$ cat src/rtl/brl_pkg.sv
package brl_pkg;

  localparam logic [5:0] OP_REGIMM = 6'd1;

  typedef enum logic [1:0] {
    CMP_EQ  = 2'd0,
    CMP_LTZ = 2'd1,
    CMP_LEZ = 2'd2
  } cmp_e;

  typedef struct packed {
    logic br;
    logic likely;
    logic link;
    logic inv;
    logic need_rt;
    cmp_e cmp;
  } br_ctrl_t;

endpackage

$ cat src/rtl/brl_decode.sv
module brl_decode
  import brl_pkg::*;
(
  input  logic [5:0] opcode_i,
  input  logic [4:0] rt_sel_i,
  output br_ctrl_t   ctrl_o
);

  always_comb begin
    ctrl_o = '0;
    if (opcode_i == OP_REGIMM) begin
      // codes 0-3 and 16-19: bit0 invert, bit1 likely, bit4 link
      if (rt_sel_i[3:2] == 2'b00) begin
        ctrl_o.br     = 1'b1;
        ctrl_o.inv    = rt_sel_i[0];
        ctrl_o.likely = rt_sel_i[1];
        ctrl_o.link   = rt_sel_i[4];
        ctrl_o.cmp    = CMP_LTZ;
      end
    end else if (opcode_i[5] == 1'b0 && opcode_i[3:2] == 2'b01) begin
      // 4-7 ordinary, 20-23 likely; bit1 picks sign test over compare
      ctrl_o.br      = 1'b1;
      ctrl_o.inv     = opcode_i[0];
      ctrl_o.likely  = opcode_i[4];
      ctrl_o.need_rt = ~opcode_i[1];
      ctrl_o.cmp     = opcode_i[1] ? CMP_LEZ : CMP_EQ;
    end
  end

  always_comb begin
    a_link_regimm_r5: assert (!ctrl_o.link || opcode_i == OP_REGIMM);
  end

endmodule

$ cat src/rtl/brl_cond.sv
module brl_cond
  import brl_pkg::*;
#(
  parameter int unsigned XLEN = 32
) (
  input  br_ctrl_t          ctrl_i,
  input  logic [XLEN-1:0]   rs_i,
  input  logic [XLEN-1:0]   rt_i,
  output logic              taken_o
);

  logic base;
  logic rs_neg;
  logic rs_zero;

  assign rs_neg  = rs_i[XLEN-1];
  assign rs_zero = (rs_i == '0);

  always_comb begin
    unique case (ctrl_i.cmp)
      CMP_EQ:  base = (rs_i == rt_i);
      CMP_LTZ: base = rs_neg;
      CMP_LEZ: base = rs_neg | rs_zero;
      default: base = 1'b0;
    endcase
  end

  assign taken_o = ctrl_i.br & (base ^ ctrl_i.inv);

endmodule

$ cat src/rtl/brl_addr.sv
module brl_addr #(
  parameter int unsigned XLEN  = 32,
  parameter int unsigned IMM_W = 16
) (
  input  logic [XLEN-1:0]  pc_i,
  input  logic [IMM_W-1:0] imm_i,
  output logic [XLEN-1:0]  target_o,
  output logic [XLEN-1:0]  link_o
);

  localparam int unsigned EXT_W = XLEN - IMM_W - 2;

  logic [XLEN-1:0] slot_pc;
  logic [XLEN-1:0] offs;

  assign slot_pc  = pc_i + XLEN'(4);
  assign offs     = {{EXT_W{imm_i[IMM_W-1]}}, imm_i, 2'b00};
  assign target_o = slot_pc + offs;
  assign link_o   = pc_i + XLEN'(8);

endmodule

$ cat src/rtl/brl_resolve.sv
module brl_resolve
  import brl_pkg::*;
#(
  parameter int unsigned XLEN     = 32,
  parameter int unsigned IMM_W    = 16,
  parameter int unsigned OP_W     = 6,
  parameter int unsigned REG_W    = 5,
  parameter int unsigned LINK_REG = 31
) (
  input  logic             clk_i,
  input  logic             rst_ni,
  input  logic             valid_i,
  input  logic             stall_i,
  input  logic [OP_W-1:0]  opcode_i,
  input  logic [REG_W-1:0] rt_sel_i,
  input  logic [IMM_W-1:0] imm_i,
  input  logic [XLEN-1:0]  pc_i,
  input  logic [XLEN-1:0]  rs_val_i,
  input  logic [XLEN-1:0]  rt_val_i,
  output logic             branch_o,
  output logic             taken_o,
  output logic [XLEN-1:0]  target_o,
  output logic             uses_rt_o,
  output logic             link_we_o,
  output logic [REG_W-1:0] link_addr_o,
  output logic [XLEN-1:0]  link_data_o,
  output logic             annul_o,
  output logic             dslot_o
);

  br_ctrl_t        ctrl_raw;
  br_ctrl_t        ctrl;
  logic            cond_taken;
  logic [XLEN-1:0] tgt;
  logic [XLEN-1:0] lnk;
  logic            advance;
  logic            dslot_q;

  brl_decode u_dec (
    .opcode_i (opcode_i),
    .rt_sel_i (rt_sel_i),
    .ctrl_o   (ctrl_raw)
  );

  // invalid slots decode to nothing
  assign ctrl = valid_i ? ctrl_raw : '0;

  brl_cond #(.XLEN(XLEN)) u_cond (
    .ctrl_i  (ctrl),
    .rs_i    (rs_val_i),
    .rt_i    (rt_val_i),
    .taken_o (cond_taken)
  );

  brl_addr #(.XLEN(XLEN), .IMM_W(IMM_W)) u_addr (
    .pc_i     (pc_i),
    .imm_i    (imm_i),
    .target_o (tgt),
    .link_o   (lnk)
  );

  assign advance     = ~stall_i;
  assign branch_o    = ctrl.br;
  assign taken_o     = cond_taken;
  assign uses_rt_o   = ctrl.need_rt;
  assign target_o    = ctrl.br ? tgt : '0;
  assign link_we_o   = ctrl.link;
  assign link_addr_o = ctrl.link ? REG_W'(LINK_REG) : '0;
  assign link_data_o = ctrl.link ? lnk : '0;
  assign annul_o     = ctrl.likely & ~cond_taken & advance;

  always_ff @(posedge clk_i or negedge rst_ni) begin
    if (!rst_ni)      dslot_q <= 1'b0;
    else if (advance) dslot_q <= ctrl.br & ~annul_o;
  end

  assign dslot_o = dslot_q;

  p_annul_blocked_by_stall_r8: assert property (@(posedge clk_i) disable iff (!rst_ni)
    stall_i |-> !annul_o);

  p_annul_not_taken_r7: assert property (@(posedge clk_i) disable iff (!rst_ni)
    annul_o |-> (branch_o && !taken_o));

  p_idle_quiet_r9: assert property (@(posedge clk_i) disable iff (!rst_ni)
    !branch_o |-> (!taken_o && !annul_o && !link_we_o && !uses_rt_o));

  p_dslot_set_r10: assert property (@(posedge clk_i) disable iff (!rst_ni)
    (branch_o && !stall_i && !annul_o) |=> dslot_o);

  p_dslot_hold_r10: assert property (@(posedge clk_i) disable iff (!rst_ni)
    stall_i |=> $stable(dslot_o));

  p_dslot_kill_r6: assert property (@(posedge clk_i) disable iff (!rst_ni)
    annul_o |=> !dslot_o);

  p_link_reg_r5: assert property (@(posedge clk_i) disable iff (!rst_ni)
    link_we_o |-> (link_addr_o == REG_W'(LINK_REG) && link_data_o == pc_i + XLEN'(8)));

endmodule

$ cat config.mk
export PLATFORM = sky130hd
export DESIGN_NAME = brl_resolve
export DESIGN_NICKNAME = d
export VERILOG_FILES = /design/src/rtl/brl_pkg.sv /design/src/rtl/brl_decode.sv /design/src/rtl/brl_cond.sv /design/src/rtl/brl_addr.sv /design/src/rtl/brl_resolve.sv
export SDC_FILE = /design/constraint.sdc
export NUM_CORES = 1
export LEC_CHECK = 0
export ABC_AREA = 1
export BUFFER_PORTS_ARGS = -buffer_cell sky130_fd_sc_hd__buf_2
export CAP_MARGIN = 20
export CORE_ASPECT_RATIO = 0.6
export CORE_UTILIZATION = 48
export DETAILED_ROUTE_END_ITERATION = 10
export PLACE_DENSITY = 0.88
export SLEW_MARGIN = 20
export SYNTH_ARGS = -nofsm -noshare
export SYNTH_HDL_FRONTEND = slang
export SYNTH_SLANG_ARGS = --single-unit
$ cat constraint.sdc
create_clock -name clk_i -period 2.97 [get_ports clk_i]
set_input_delay 0.594 -clock clk_i [delete_from_list [all_inputs] [get_ports clk_i]]
set_output_delay 0.594 -clock clk_i [all_outputs]
set_load 0.01 [all_outputs]
==> impl_results.md, run 1 <==
* Chip height at 71.8 µm
* Sequential area share after synthesis at 0.00642
* Fail Step: 5_1_grt
* Number of synthesized flops with an enable pin at 0
* Number of cells after detailed placement at 1,136
* Area leader, netlist: nand2_1
* DP Wirelength at 12,800 µm
* Yosys cell types at 43
* Rows at 25
* Synthesized flop and latch total at 1
* Final GP Congestion at 0.976
* Width of the die at 118 µm
* Share of Yosys cell area claimed by the top area cell type at 0.199
* Stop err: [ERROR GRT-0232] Routing congestion too high. Check the congestion heatmap in the GUI.
* Status: aborted with a tool error
* Largest net degree at the start of global routing at 23
* Post-Syn Area at 3900 µm²
* Cell count after synthesis at ~740
* Starting density of the core at 0.495
* Avg Cell Area, Syn at 5.25 µm²
* Syn_nets at 928
* Post-synth ARST share at 1.00
* IO Count at 202
* Worst endpoint type: top-level output
* Most used DFF post-synth: dfrtp_1
* Number of buffers added on ports at 201
* Worst_ep grt: target_o[28]
* Area contributors post-synth: nand2_1, ha_1, nor2_1
* GR Overflow Total at 82
* GRT Total Usage at 0.799
* Synthesis Warnings at 0
-- cell families after synthesis --
group                    count (synthesis)  share of synthesized area
buffers and inverters                  128                      0.129
adder cells (fa/ha/maj)                 59                      0.191
AO/OA/AOI/OAI                          119                      0.169
XOR/XNOR                                23                     0.0517
AND/OR/NAND/NOR                        412                      0.453
flip-flops                               1                    0.00642
-- stage by stage --
| stage | utilization | hold WS [ns] | setup WS [ns] | cell area (µm²) |
|---|---|---|---|---|
| after floorplan | - | 0.298 | 0.0416 | 3900 |
| after global placement | 0.722 | 0.371 | -0.327 | 5690 |
| after detailed placement | 0.722 | 0.371 | -0.358 | 5690 |
| after CTS | 0.850 | 0.371 | -0.0367 | 6700 |
-- timing repair --
action,in CTS
hold buffers,0
pin swaps,44
endpoints found under the setup margin,24
gates resized for setup,168
setup buffers,8
-- per-layer routing --
metal  GRT overflow  global-route usage
met4             33               0.845
met5              0               0.148
met1              1               0.819
met3              2               0.582
met2             46                1.00
-- synthesized netlist by cell type, types with 2 or more instances --
| library cell | number |
|---|---|
| a21o_1 | 5 |
| a21oi_1 | 59 |
| a31oi_1 | 5 |
| and3_1 | 3 |
| buf_2 | 2 |
| buf_4 | 5 |
| clkbuf_1 | 2 |
| ha_1 | 58 |
| inv_1 | 114 |
| inv_2 | 4 |
| nand2_1 | 207 |
| nand2_2 | 2 |
| nand2_4 | 2 |
| nand3_1 | 18 |
| nand4_1 | 12 |
| nor2_1 | 134 |
| nor2_2 | 2 |
| nor2_4 | 5 |
| nor3_1 | 15 |
| nor3_2 | 3 |
| nor3b_1 | 3 |
| nor4_1 | 2 |
| o21a_1 | 2 |
| o21ai_0 | 28 |
| o21ai_1 | 9 |
| o21bai_1 | 3 |
| xnor2_1 | 20 |
| xor2_1 | 3 |
==> run 2: changes to the inputs <==
--- a/config.mk
+++ b/config.mk
@@ -8,10 +8,9 @@
 export ABC_AREA = 1
 export BUFFER_PORTS_ARGS = -buffer_cell sky130_fd_sc_hd__buf_2
 export CAP_MARGIN = 20
-export CORE_ASPECT_RATIO = 0.6
-export CORE_UTILIZATION = 48
+export CORE_UTILIZATION = 40
 export DETAILED_ROUTE_END_ITERATION = 10
-export PLACE_DENSITY = 0.88
+export PLACE_DENSITY_LB_ADDON = 0.15
 export SLEW_MARGIN = 20
 export SYNTH_ARGS = -nofsm -noshare
 export SYNTH_HDL_FRONTEND = slang
==> run 2 against run 1 <==
  * The flow now finishes, with violations (negative setup slack)
  * Synthesized area stayed put
  * Synthesized cell count stayed put
==> impl_results.md, run 2 <==
* Number of synthesized flops with an enable pin at 0
* GRT Total Usage at 0.292
* Syn_nets at 928
* RSZ-0062 raised after global routing: true
* Share of layout cells above drive strength 1 at 0.496
* Power density cells at between 200 and 250 nW/µm²
* CTS Hold Bufs at 0
* Vias at between 6,000 and 7,000
* 1st-pass router iterations at 5
* Cell count after synthesis at 742
* Critical Path Fanout Max at 5
* Commonest non-fill, non-tap cell in the layout: buf_2
* IO Count at 202
* Largest net degree at the start of global routing at 23
* P&R area growth vs syn at 89.4%
* Rel. slew slack at 0.609
* Clk_skew at 0 ns
* Max reg flops at 1
* Number of buffers added on ports at 201
* Final Setup Violations at 15
* Max-Cap Viols at 0
* Crit path largest cell delay at 0.33 ns
* Fin. Hold Viols at 0
* Hold slack at 0.369 ns
* Clock transition at path regs at 0 ns
* Number of cells after detailed placement at 1,161
* Area leader, netlist: nand2_1
* Net count, final at 1,249
* Global-route wire length before repair at 24,300 µm
* Final GP Congestion at 0.913
* Per-cell routed wire length at 15.6 µm
* Yosys cell types at 43
* Width of the die at 101 µm
* Area contributors post-synth: nand2_1, ha_1, nor2_1
* Maximum clock frequency at 0.317 GHz
* Most common cell in the netlist: nand2_1
* Maximum VDD drop at 0.000157 V
* Vias in the first global route at 5,510
* Antenna violations before repair at 0
* DR iter-0 viols at 362
* Worst setup margin at -0.183 ns
* Critical-path cell list: clkbuf_16 -> ha_4 -> ha_4 -> nand2_2 -> o21ai_1 -> buf_4 -> nand2_1 -> nand4_1 -> o21ai_1 -> a21oi_2 -> buf_2
* Post-synth ARST share at 1.00
* Period Utilization, post-route at 1.06
* Fin. max-slew vios at 0
* Most frequent cells in the layout: buf_2, nand2_1, nor2_1
* Status: complete, but fails checks
* Synthesized flop and latch total at 1
* Startpoint types: primary input
* Placeable Area at 9330 µm²
* Share of Yosys cell area claimed by the top area cell type at 0.199
* Synthesis Warnings at 0
* Vias per inst at approximately 5.3
* Pleak at 3.81 nW
* Post-Layout Cell Count at roughly 1,200
* Post-Syn Area at just under 4000 µm²
* Ant. Diodes at 0
* Antenna viol nets, final at 0
* Avg Cell Area, Syn at 5.25 µm²
* Final Core Density at 0.792
* Slowest cell on crit path: ha_4
* Most used DFF post-synth: dfrtp_1
* Number of remaining DRC errors at 0
* Failing checks: negative setup slack
* Reg2Reg Depth at 2
* Chip height at 101 µm
* Rows at 35
* Hold Crit Class: primary input to async pin
* Sequential area share after synthesis at 0.00642
* Clk Latency, worst-skew pair at 0 ns
* Fin crit period at about 3.2 ns
* Commonest cells post-synth: nand2_1, nor2_1, inv_1
* Critical Path Sink Type: output port
* CP arrival at 2.56 ns
* GR Overflow Total at 0
* DP Wirelength at 11,800 µm
* WL final at 18,600 µm
* Die Area at 10,100 µm²
* Worst-Margin Slew at roughly 0.58 ns
* Starting density of the core at 0.418
* Crit path kind: primary input to output port
* Worst EP required at 2.38 ns
## run 2: cell counts after synthesis
No cell type changed its count.
## run 2: logic make-up after synthesis
kind of cell	synth area share
xor+xnor	0.0517
buf+inv	0.129
fa+ha+maj	0.191
compound gates	0.169
simple gates	0.453
flops	0.00642
## run 2: area by class of cell
cell class / instances / area (µm²)
multi-input combinational: 613 / 4640
sequential: 1 / 25.0
inverter: 119 / 452
tap: 129 / 161
fill: 671 / 1940
timing repair buffer: 328 / 2110
## run 2: worst max-delay path: cells and delay by family
family                     cells  cell delay, ns
AOI/OAI and AO/OA              3            0.55
adders and majority gates      2            0.57
buffers and inverters          3            0.48
and+or+nand+nor                3            0.36
## run 2: final timing paths
| kind | startpoint | slack [ns] | to |
|---|---|---|---|
| min in group clk_i | dslot_o | 0.51 | dslot_o |
| setup / recovery | imm_i[15] | -0.18 | target_o[24] |
| setup reg to reg | dslot_o | 2.35 | dslot_o |
| hold reg to reg | dslot_o | 0.51 | dslot_o |
| hold / removal | rst_ni | 0.37 | dslot_o |
| max in group asynchronous | rst_ni | 2.52 | dslot_o |
## run 2: per-stage QoR
stage	power [W]	setup TNS (ns)	worst slack, ns	area [µm²]
floorplan	0.000495	0	0.0416	3900
global placement	0.000936	-4.06	-0.345	5750
detailed placement	0.000942	-4.84	-0.312	5750
CTS	0.00121	-0.0140	-0.0140	6690
global route	0.00160	-2.73	-0.189	7390
finish	0.00151	-0.887	-0.183	7390
## run 2: timing repair
item,4_1_cts,5_1_grt
gates resized for setup,142,122
hold endpoints to repair,0,0
gates cloned,0,1
setup buffers,8,20
pin swaps,41,74
setup endpoints to repair,22,31
## run 2: report_power, final
group | switching [W] | internal [W]
logic | 0.000768 | 0.000726
clock network | 0 | 0
registers | 0.000000467 | 0.0000144
## run 2: routing by layer
metal,vias to the layer above,routed length (µm),part of all wire,global-route usage
li1,3018,-,-,-
met1,2787,7160,0.39,0.345
met2,398,8990,0.48,0.566
met3,94,1590,0.086,0.0208
met4,0,815,0.044,0.0747
met5,-,0,0,0
(Power assumes the default switching activity.)
==> run 3: changes to the inputs <==
--- a/config.mk
+++ b/config.mk
@@ -8,10 +8,10 @@
 export ABC_AREA = 1
 export BUFFER_PORTS_ARGS = -buffer_cell sky130_fd_sc_hd__buf_2
 export CAP_MARGIN = 20
-export CORE_UTILIZATION = 40
+export CORE_MARGIN = 3
+export CORE_UTILIZATION = 30
 export DETAILED_ROUTE_END_ITERATION = 10
 export PLACE_DENSITY_LB_ADDON = 0.15
-export SLEW_MARGIN = 20
 export SYNTH_ARGS = -nofsm -noshare
 export SYNTH_HDL_FRONTEND = slang
 export SYNTH_SLANG_ARGS = --single-unit
==> run 3 against run 2 <==
  * The flow still finishes with violations (negative setup slack)
  * Register-to-register slack improved by 0.02 ns
  * Wire length fell by 13%
  * Power fell by 9.0%
  * Final cell count rose by 3.4%
  * First-iteration DRC count fell by 27%
  * Clock skew did not move
  * Design area fell by 1.3%
  * Hold slack barely moved
  * Core utilization fell by 22 points
  * Highest routed layer unchanged
==> impl_results.md, run 3 (same netlist as run 2, synthesis figures left out) <==
* Status: complete, but fails checks
* Failing checks: negative setup slack
* Startpoint types: primary input
* RSZ-0062 raised after global routing: true
* Maximum clock frequency at 0.332 GHz
* Worst-Margin Slew at 0.500 ns
* Period Utilization, post-route at 1.01
* Placed inst area at 5840 µm²
* CP arrival at about 2.4 ns
* Rows at 41
* Largest net degree at the start of global routing at 23
* IO Count at around 200
* Vias per inst at about 4.6
* Final Setup Violations at 11
* Max-Cap Viols at 0
* Fin. max-slew vios at 0
* Crit path largest cell delay at roughly 0.24 ns
* Commonest non-fill, non-tap cell in the layout: buf_2
* Critical Path Fanout Max at 2
* Number of remaining DRC errors at 0
* Clk_skew at 0 ns
* Width of the die at 120 µm
* Chip height at 120 µm
* Max reg flops at 1
* Fin area at around 7300 µm²
* Total power at 0.00137 W
* DR iter-0 viols at 265
* Final GP Congestion at a little under 0.9
* 1st-pass router iterations at 5
* R2R Path Start: dslot_o
* Global-route wire length before repair at 24,600 µm
* Critical-path cell list: buf_2 -> ha_4 -> ha_4 -> buf_4 -> a21o_1 -> a21oi_2 -> buf_4 -> o21ai_1 -> nand2_1 -> nand4_1 -> buf_4 -> a21oi_1 -> buf_2
* CP delay by family, top: buffers and inverters
* Number of buffers added on ports at ~200
* GR Overflow Total at 0
* Fin crit period at 3.01 ns
* Antenna viol nets, final at 0
* Clock transition at path regs at 0 ns
* Critical Path Sink Type: output port
* DP Wirelength at 13,000 µm
* Placeable Area at 12,700 µm²
* Maximum VDD drop at 0.000116 V
* Worst EP required at 2.38 ns
* P&R area growth vs syn at 87.0%
* Hold Crit Class: primary input to async pin
* Worst setup margin at -0.0445 ns
* Most frequent cells in the layout: buf_2, nand2_1, nor2_1
* WL final at 16,200 µm
* GRT Total Usage at 0.203
* Pleak at 3.78 nW
* Die Area at approximately 14,000 µm²
* Starting density of the core at 0.308
* Net count, final at 1,247
* Per-cell routed wire length at 13.2 µm
* Final Core Density at 0.575
* Reg2Reg Depth at 2
* Setup TNS Final at -0.285 ns
* CP Buf/Inv Count at 5
* Post-Layout Cell Count at 1,231
* Vias in the first global route at 5,348
* Top cell by count, worst path: buf_4
* Vias at 5,697
* Slowest cell on crit path: ha_4
* Clk Latency, worst-skew pair at 0 ns
* R2R setup slack at 2.37 ns
* Crit path kind: primary input to output port
* Power density cells at ~190 nW/µm²
* Number of cells after detailed placement at 1,209
* Share of layout cells above drive strength 1 at 0.480
* Antenna violations before repair at 0
* R2r endpoint: dslot_o
* Ant. Diodes at 0
* Rel. slew slack at 0.664
* Fin. Hold Viols at 0
[run 3: final cells by class]
| class | instances | area (µm²) |
|---|---|---|
| inverters | 119 | 447 |
| fillers | 1262 | 5380 |
| well taps | 172 | 215 |
| flip-flops and latches | 1 | 25.0 |
| multi-input cells | 613 | 4530 |
| repair buffers | 326 | 2070 |
[run 3: through the flow]
stage | hold slack (ns) | setup slack, ns
2_1_floorplan | 0.298 | 0.0416
5_1_grt | 0.370 | -0.173
4_1_cts | 0.370 | -0.0455
3_5_place_dp | 0.369 | -0.339
6_report | 0.370 | -0.0445
3_3_place_gp | 0.368 | -0.311
[run 3: worst reg2reg max path, stage by stage, from the launching register on]
cell	delay (ns)
dfrtp_1	0.37
nand2_1	0.07
nand2_1	0.04
[run 3: worst max-delay path by stage]
| stage | from | endpoint | cells after the start |
|---|---|---|---|
| detailed placement | imm_i[15] | target_o[23] | 12 |
| finish | imm_i[7] | target_o[24] | 13 |
| CTS | pc_i[5] | target_o[20] | 14 |
| global placement | pc_i[3] | target_o[31] | 14 |
| global route | imm_i[8] | target_o[24] | 13 |
| floorplan | imm_i[1] | target_o[19] | 11 |
[run 3: per-layer routing]
layer,share of wire,global-route usage,vias up
li1,-,-,3022
met1,0.44,0.269,2512
met2,0.50,0.377,155
met3,0.056,0.0104,8
met4,0.0050,0.0150,0
met5,0,0,-
[run 3: power breakdown]
part | internal (W) | switching [W]
Combinational | 0.000687 | 0.000672
Clock | 0 | 0
Sequential | 0.0000144 | 0.000000334
Total | 0.000701 | 0.000672
[run 3: what timing repair did]
| item | CTS | global route |
|---|---|---|
| gates cloned | 0 | 1 |
| endpoints found under the setup margin | 24 | 42 |
| gates resized for setup | 163 | 65 |
| hold buffers | 0 | 0 |
| hold endpoints to repair | 0 | 0 |
| pin swaps | 54 | 47 |
| setup buffers | 4 | 20 |
